`src/rtl/pwr_pkg.sv`:
```
// Shared types for the low-power mode sequencer.
// Assumes: the encodings are used inside the sequencer only.
package pwr_pkg;
    typedef enum logic [2:0] {
        ST_RUN    = 3'd0,
        ST_ENTER  = 3'd1,
        ST_SLEEP  = 3'd2,
        ST_DEEP   = 3'd3,
        ST_HWSTBY = 3'd4,
        ST_HWWAIT = 3'd5
    } pwr_state_t;

    localparam int WAKE_IRQ  = 0;
    localparam int WAKE_NMI  = 1;
    localparam int WAKE_DMA  = 2;
    localparam int WAKE_POR  = 3;
    localparam int WAKE_MRST = 4;
    localparam int WAKE_N    = 5;
endpackage

```
`src/rtl/pwr_sync.sv`:
```
// Multi-stage synchronizer for a bundle of asynchronous levels.
// Assumes: each bit is a slow level, so bits need not be coherent with each other.
module pwr_sync #(
    parameter int               WIDTH   = 6,
    parameter int               STAGES  = 2,
    parameter logic [WIDTH-1:0] RST_VAL = '0
) (
    input  logic             clk,
    input  logic             rst_n,
    input  logic [WIDTH-1:0] d,
    output logic [WIDTH-1:0] q
);
    logic [WIDTH-1:0] stg [STAGES];

    // Shift the raw levels through the flop chain.
    always_ff @(posedge clk) begin
        if (!rst_n) begin
            for (int i = 0; i < STAGES; i++) stg[i] <= RST_VAL;
        end else begin
            stg[0] <= d;
            for (int i = 1; i < STAGES; i++) stg[i] <= stg[i-1];
        end
    end

    assign q = stg[STAGES-1];
endmodule

```
`src/rtl/pwr_ctrl_reg.sv`:
```
// Standby control register behind a simple synchronous bus.
// Assumes: a single register, with no address decode; reads are combinational.
module pwr_ctrl_reg #(
    parameter int DATA_W = 8
) (
    input  logic              clk,
    input  logic              rst_n,
    input  logic              bus_sel,
    input  logic              bus_we,
    input  logic [DATA_W-1:0] bus_wdata,
    output logic [DATA_W-1:0] bus_rdata,
    output logic              deep_en,
    output logic              float_en
);
    localparam int PAD_W = DATA_W - 2;

    // Capture both control bits on a selected write.
    always_ff @(posedge clk) begin
        if (!rst_n) begin
            deep_en  <= 1'b0;
            float_en <= 1'b0;
        end else if (bus_sel && bus_we) begin
            deep_en  <= bus_wdata[0];
            float_en <= bus_wdata[1];
        end
    end

    assign bus_rdata = {{PAD_W{1'b0}}, float_en, deep_en};

    // Check that a write stores its data.
    p_write_lands_r2: assert property (@(posedge clk) disable iff (!rst_n)
        (bus_sel && bus_we) |=> (bus_rdata[1:0] == $past(bus_wdata[1:0])));
    // Check that bits outside the two control bits read as zero.
    p_pad_zero_r2: assert property (@(posedge clk) disable iff (!rst_n)
        bus_rdata[DATA_W-1:2] == '0);
endmodule

```
`src/rtl/pwr_fsm.sv`:
```
// Mode state machine: picks the target mode on a sleep strobe, waits one entry
// cycle, applies the per-mode wake rules, and lets the standby pin take over.
// Assumes: every input except sleep_strobe and the control bits is already synchronized.
module pwr_fsm
    import pwr_pkg::*;
(
    input  logic              clk,
    input  logic              rst_n,
    input  logic              sleep_strobe,
    input  logic              deep_en,
    input  logic              float_en,
    input  logic              hw_n,
    input  logic [WAKE_N-1:0] wake,
    output logic              cpu_clk_en,
    output logic              periph_clk_en,
    output logic              cpu_halt,
    output logic              periph_init,
    output logic              pin_hiz,
    output logic              ram_retain
);
    pwr_state_t state, nxt;
    logic       tgt_deep;
    logic       wake_any, wake_deep, tgt_wake;

    // Which requests can end each kind of low-power mode.
    always_comb begin
        wake_any  = |wake;
        wake_deep = wake[WAKE_NMI] | wake[WAKE_POR];
        tgt_wake  = tgt_deep ? wake_deep : wake_any;
    end

    // Next-state choice; a low standby pin wins over everything.
    always_comb begin
        nxt = state;
        if (!hw_n) begin
            nxt = ST_HWSTBY;
        end else begin
            case (state)
                ST_RUN:    if (sleep_strobe && !(deep_en ? wake_deep : wake_any)) nxt = ST_ENTER;
                ST_ENTER:  nxt = tgt_wake ? ST_RUN : (tgt_deep ? ST_DEEP : ST_SLEEP);
                ST_SLEEP:  if (wake_any) nxt = ST_RUN;
                ST_DEEP:   if (wake_deep) nxt = ST_RUN;
                ST_HWSTBY: nxt = ST_HWWAIT;
                ST_HWWAIT: if (wake[WAKE_POR]) nxt = ST_RUN;
                default:   nxt = ST_RUN;
            endcase
        end
    end

    // State register, latched target mode and the entry initialize pulse.
    always_ff @(posedge clk) begin
        if (!rst_n) begin
            state       <= ST_RUN;
            tgt_deep    <= 1'b0;
            periph_init <= 1'b0;
        end else begin
            state       <= nxt;
            periph_init <= (nxt == ST_DEEP) && (state != ST_DEEP);
            if (state == ST_RUN && sleep_strobe) tgt_deep <= deep_en;
        end
    end

    // Decode the output pattern of each state.
    always_comb begin
        cpu_clk_en    = (state == ST_RUN) || (state == ST_ENTER);
        periph_clk_en = cpu_clk_en || (state == ST_SLEEP);
        cpu_halt      = !cpu_clk_en;
        ram_retain    = !((state == ST_HWSTBY) || (state == ST_HWWAIT));
        pin_hiz       = !ram_retain || ((state == ST_DEEP) && float_en);
    end

    // The initialize pulse marks only the first cycle of deep standby.
    p_init_first_cycle_r5: assert property (@(posedge clk) disable iff (!rst_n)
        periph_init |-> (state == ST_DEEP && $past(state) != ST_DEEP));
    // A low pin forces hardware standby on the next edge.
    p_pin_override_r8: assert property (@(posedge clk) disable iff (!rst_n)
        !hw_n |=> (state == ST_HWSTBY));
    // Deep standby ignores the maskable, DMA and manual requests.
    p_deep_holds_r7: assert property (@(posedge clk) disable iff (!rst_n)
        (state == ST_DEEP && hw_n && !wake[WAKE_NMI] && !wake[WAKE_POR]) |=> (state == ST_DEEP));
    // Any request ends light sleep.
    p_sleep_wakes_r6: assert property (@(posedge clk) disable iff (!rst_n)
        (state == ST_SLEEP && hw_n && wake_any) |=> (state == ST_RUN));
    // After the pin returns high, only power-on reset resumes.
    p_hw_waits_por_r9: assert property (@(posedge clk) disable iff (!rst_n)
        (state == ST_HWWAIT && hw_n && !wake[WAKE_POR]) |=> (state == ST_HWWAIT));
    // A pending relevant request abandons entry.
    p_entry_abort_r10: assert property (@(posedge clk) disable iff (!rst_n)
        (state == ST_ENTER && hw_n && tgt_wake) |=> (state == ST_RUN));
endmodule

```
`src/rtl/pwr_mode_ctl.sv`:
```
// Top of the low-power mode sequencer: synchronizes the asynchronous inputs,
// holds the control register and runs the mode state machine.
// Assumes: sleep_strobe and the bus are synchronous to clk.
module pwr_mode_ctl
    import pwr_pkg::*;
#(
    parameter int DATA_W      = 8,
    parameter int SYNC_STAGES = 2
) (
    input  logic              clk,
    input  logic              rst_n,
    input  logic              sleep_strobe,
    input  logic              hw_stby_n,
    input  logic              irq_req,
    input  logic              nmi_req,
    input  logic              dma_err_req,
    input  logic              por_req,
    input  logic              mrst_req,
    input  logic              bus_sel,
    input  logic              bus_we,
    input  logic [DATA_W-1:0] bus_wdata,
    output logic [DATA_W-1:0] bus_rdata,
    output logic              cpu_clk_en,
    output logic              periph_clk_en,
    output logic              cpu_halt,
    output logic              periph_init,
    output logic              pin_hiz,
    output logic              ram_retain
);
    localparam int                SYNC_W   = WAKE_N + 1;
    localparam logic [SYNC_W-1:0] SYNC_RST = {1'b1, {WAKE_N{1'b0}}};

    logic [WAKE_N-1:0] raw_wake, s_wake;
    logic [SYNC_W-1:0] s_all;
    logic              deep_en, float_en;

    // Gather the wake requests in the package bit order.
    always_comb begin
        raw_wake            = '0;
        raw_wake[WAKE_IRQ]  = irq_req;
        raw_wake[WAKE_NMI]  = nmi_req;
        raw_wake[WAKE_DMA]  = dma_err_req;
        raw_wake[WAKE_POR]  = por_req;
        raw_wake[WAKE_MRST] = mrst_req;
    end

    pwr_sync #(.WIDTH(SYNC_W), .STAGES(SYNC_STAGES), .RST_VAL(SYNC_RST)) u_sync (
        .clk(clk), .rst_n(rst_n), .d({hw_stby_n, raw_wake}), .q(s_all)
    );

    assign s_wake = s_all[WAKE_N-1:0];

    pwr_ctrl_reg #(.DATA_W(DATA_W)) u_reg (
        .clk(clk), .rst_n(rst_n), .bus_sel(bus_sel), .bus_we(bus_we),
        .bus_wdata(bus_wdata), .bus_rdata(bus_rdata),
        .deep_en(deep_en), .float_en(float_en)
    );

    pwr_fsm u_fsm (
        .clk(clk), .rst_n(rst_n), .sleep_strobe(sleep_strobe),
        .deep_en(deep_en), .float_en(float_en),
        .hw_n(s_all[SYNC_W-1]), .wake(s_wake),
        .cpu_clk_en(cpu_clk_en), .periph_clk_en(periph_clk_en), .cpu_halt(cpu_halt),
        .periph_init(periph_init), .pin_hiz(pin_hiz), .ram_retain(ram_retain)
    );
endmodule

```
`config.mk`:
```
export PLATFORM = sky130hd
export DESIGN_NAME = pwr_mode_ctl
export DESIGN_NICKNAME = d
export VERILOG_FILES = /design/src/rtl/pwr_pkg.sv /design/src/rtl/pwr_sync.sv /design/src/rtl/pwr_ctrl_reg.sv /design/src/rtl/pwr_fsm.sv /design/src/rtl/pwr_mode_ctl.sv
export SDC_FILE = /design/constraint.sdc
export NUM_CORES = 1
export LEC_CHECK = 0
export CORE_UTILIZATION = 40
export CTS_BUF_LIST = sky130_fd_sc_hd__clkbuf_8
export DETAILED_ROUTE_END_ITERATION = 6
export PLACE_DENSITY = 0.77
export RECOVER_POWER = 100
export SYNTH_ARGS = -nofsm -noshare
export SYNTH_HDL_FRONTEND = slang
export SYNTH_HIERARCHICAL = 1
export SYNTH_SLANG_ARGS = --single-unit
```
`constraint.sdc`:
```
create_clock -name clk -period 1.23 [get_ports clk]
set_input_delay 0.3075 -clock clk [delete_from_list [all_inputs] [get_ports clk]]
set_output_delay 0.3075 -clock clk [all_outputs]
set_load 0.05 [all_outputs]
```
==> metrics.txt <==
buffers added on ports=20; Syn. warnings=6; Avg Synthesized Cell Area=9.981 um^2; Int Power=1.027 mW; Root Buffer=clkbuf_8; fin util=62.44%; clk sink count=19; GRT overflow=0; clock buffer depth=2; hold_sp=u_sync/stg[0][5]; Placed Instance Area=0.001156 mm^2; fmax=678.3 MHz; Routed Antenna Nets=0; DR WL met3=88 um; # fillers=166; Final GP Congestion=0.7851; register area share after synthesis=44.31%; DR vias/cell=4.748; EDFF count, synth=0; kind of critical path=reg -> out; Rows=16; failing checks=setup timing; Final Max Tran Viols=0; drt drc=0; Max Cap Viol=0; commonest non-fill, non-tap cell in the layout=dfxtp_1; initial core utilization=43.31%; metal1 wirelength=588 um; num ports=33; top layer in use=met4; commonest cells after routing, fill and taps aside=17 x dfxtp_1, 11 x clkdlybuf4s50_1, 9 x buf_4; CP startpoint=u_fsm/state[2]; WL met2=842 um; TritonCTS Buffers=3; setup violators final=8; Die H=48.32 um; Hold-fix buffers, CTS=0; DIE AREA=0.002335 mm^2; largest net degree at the start of global routing=13; Worst R2R Start=u_fsm/state[2]; P per Cell Area=1147 mW/mm^2; VDD IR max=roughly 0.00094 V; final net count=roughly 130; number of cells produced by synthesis=between 80 and 90; FF+latch area=387.9 um^2; initial DRC count=34; sw frac=27.65%; vias in the first global route=670; synthesis-to-finish area growth=44.17%; crit share post-route=119.9%; first-pass GRT wire length=between 2 and 3 mm; CP delay by family, top=flip-flops; Seq pwr share=46.5%; power share of the clock group=30.0%; top_reg_cell synth=dfxtp_1; Synth Cell Area=858.3 um^2; Required @ worst endpoint=0.92 ns; Logic pwr share=23.5%; Setup TNS=-0.9442 ns; worst setup margin=-0.2443 ns; Hold Path Class=reg -> reg; Final HPWL DP=1.184 mm; initial antenna violation count=0; Hold Vio Cnt, Final=0; #FFs+latches synth=19; Worst setup EP type=output pin; Worst setup SP type=flip-flop; Crit-path slowest cell=dfxtp_4; P_leak=0.5149 nW; layout cells sized above 1=37.50%; Net Switching=a little under 400 uW; ant diodes=0; Layout Skew=between 0.003 and 0.004 ns; clk slew on worst S/H paths=0.07 ns; RSZ-0062 raised after global routing=true; synth unique cells=31; CP max FO=5; design area=between 0.001 and 0.0015 mm^2; DRT Pass-1 Iters=5; CTS tree=done; GR Util All Layers=roughly 15%; DIE WIDTH=48.32 um; clock latency on the worst-skew pair=0.26 ns; Multi-input gate area=397.9 um^2; Core ar.=0.001982 mm^2; Worst Path Arrival=1.17 ns; Final min period=roughly 1.5 ns; CP peak stage delay=0.36 ns; DR vias=660; H-Tree Depth=1; CP Cell Sequence=nand3b_1 -> o21ai_4 -> buf_12; outcome=finished with violations; DR WL/cell=11.10 um; fraction of registers with async set/reset=0%; critical path buffer and inverter count=1; total wire length=1.543 mm
-- layout make-up --
cell class	instances	share of cell area, %
tap	27	2.730
clock buffer	3	3.337
inverter	4	1.213
multi-input combinational	52	32.15
timing repair buffer	33	28.82
clock inverter	1	0.4044
sequential	19	31.34
-- layer usage --
metal,vias to the layer above,track usage (%)
met2,32,29.34
met5,-,0
met3,2,3.459
met4,0,8.824
met1,300,14.37
li1,326,-
-- timing repair --
action | CTS | global route
pin swaps | 3 | 2
resized for setup | 8 | 4
setup buffers | 4 | 1
endpoints found under the setup margin | 6 | 9
-- synth_stat cells (all sizes together) (2+ instances only) --
library cell  count  share of area [%]
dfxtp            19                 44
buf              16                 14
and2             14                 11
o21ai             5                2.9
inv               4                1.7
nand2             3                1.3
nand2b            2                1.5
nand4             2                1.5
nor2              2               0.87
nor4b             2                3.8
o2111ai           2                2.0
o221ai            2                2.8
-- through the flow --
step / setup WS, ns / cells / power (mW) / hold WS (ns)
detailed placement: -0.3161 / 130 / 0.9953 / 0.4151
finish: -0.2443 / 139 / 1.419 / 0.4288
global placement: -0.2727 / 130 / 0.9850 / 0.3988
global route: -0.2852 / 139 / 1.479 / 0.4585
floorplan: -0.05369 / 91 / 0.8840 / 0.3805
CTS: -0.2340 / 138 / 1.427 / 0.4317
-- flip-flops by register name, summed over array words and instances, names as in the netlist --
register and cells:
u_sync/stg 12, u_fsm/state 3, u_fsm/tgt_deep 1, u_reg/float_en 1
u_fsm/periph_init 1, u_reg/deep_en 1
-- power groups by stage --
stage                     registers [mW]  clock network (mW)  logic (mW)
after floorplan                    0.672                   0       0.212
after global placement             0.680                   0       0.305
after detailed placement           0.682                   0       0.314
after CTS                          0.660               0.437       0.331
after global routing               0.664               0.464       0.351
final                              0.660               0.425       0.334
-- cell families (layout without fill, tap and decap cells) --
family          Yosys count  count (layout)  share of synthesized area [%]
other cells               1               6                         0.4369
compound gates           14              14                          12.68
flops                    19              19                          44.31
mux                       1               1                          1.166
buf+inv                  20              41                          15.89
simple gates             31              31                          25.51
-- final timing paths --
kind	to	cells after the start	slack, ns
worst max-delay path	pin_hiz	3	-0.24
worst min-delay path	u_sync/stg[0][11]	1	0.43
worst max register to register	u_fsm/periph_init	4	-0.09
worst min register to register	u_sync/stg[0][11]	1	0.43
Power figures use the tool's default switching activity.
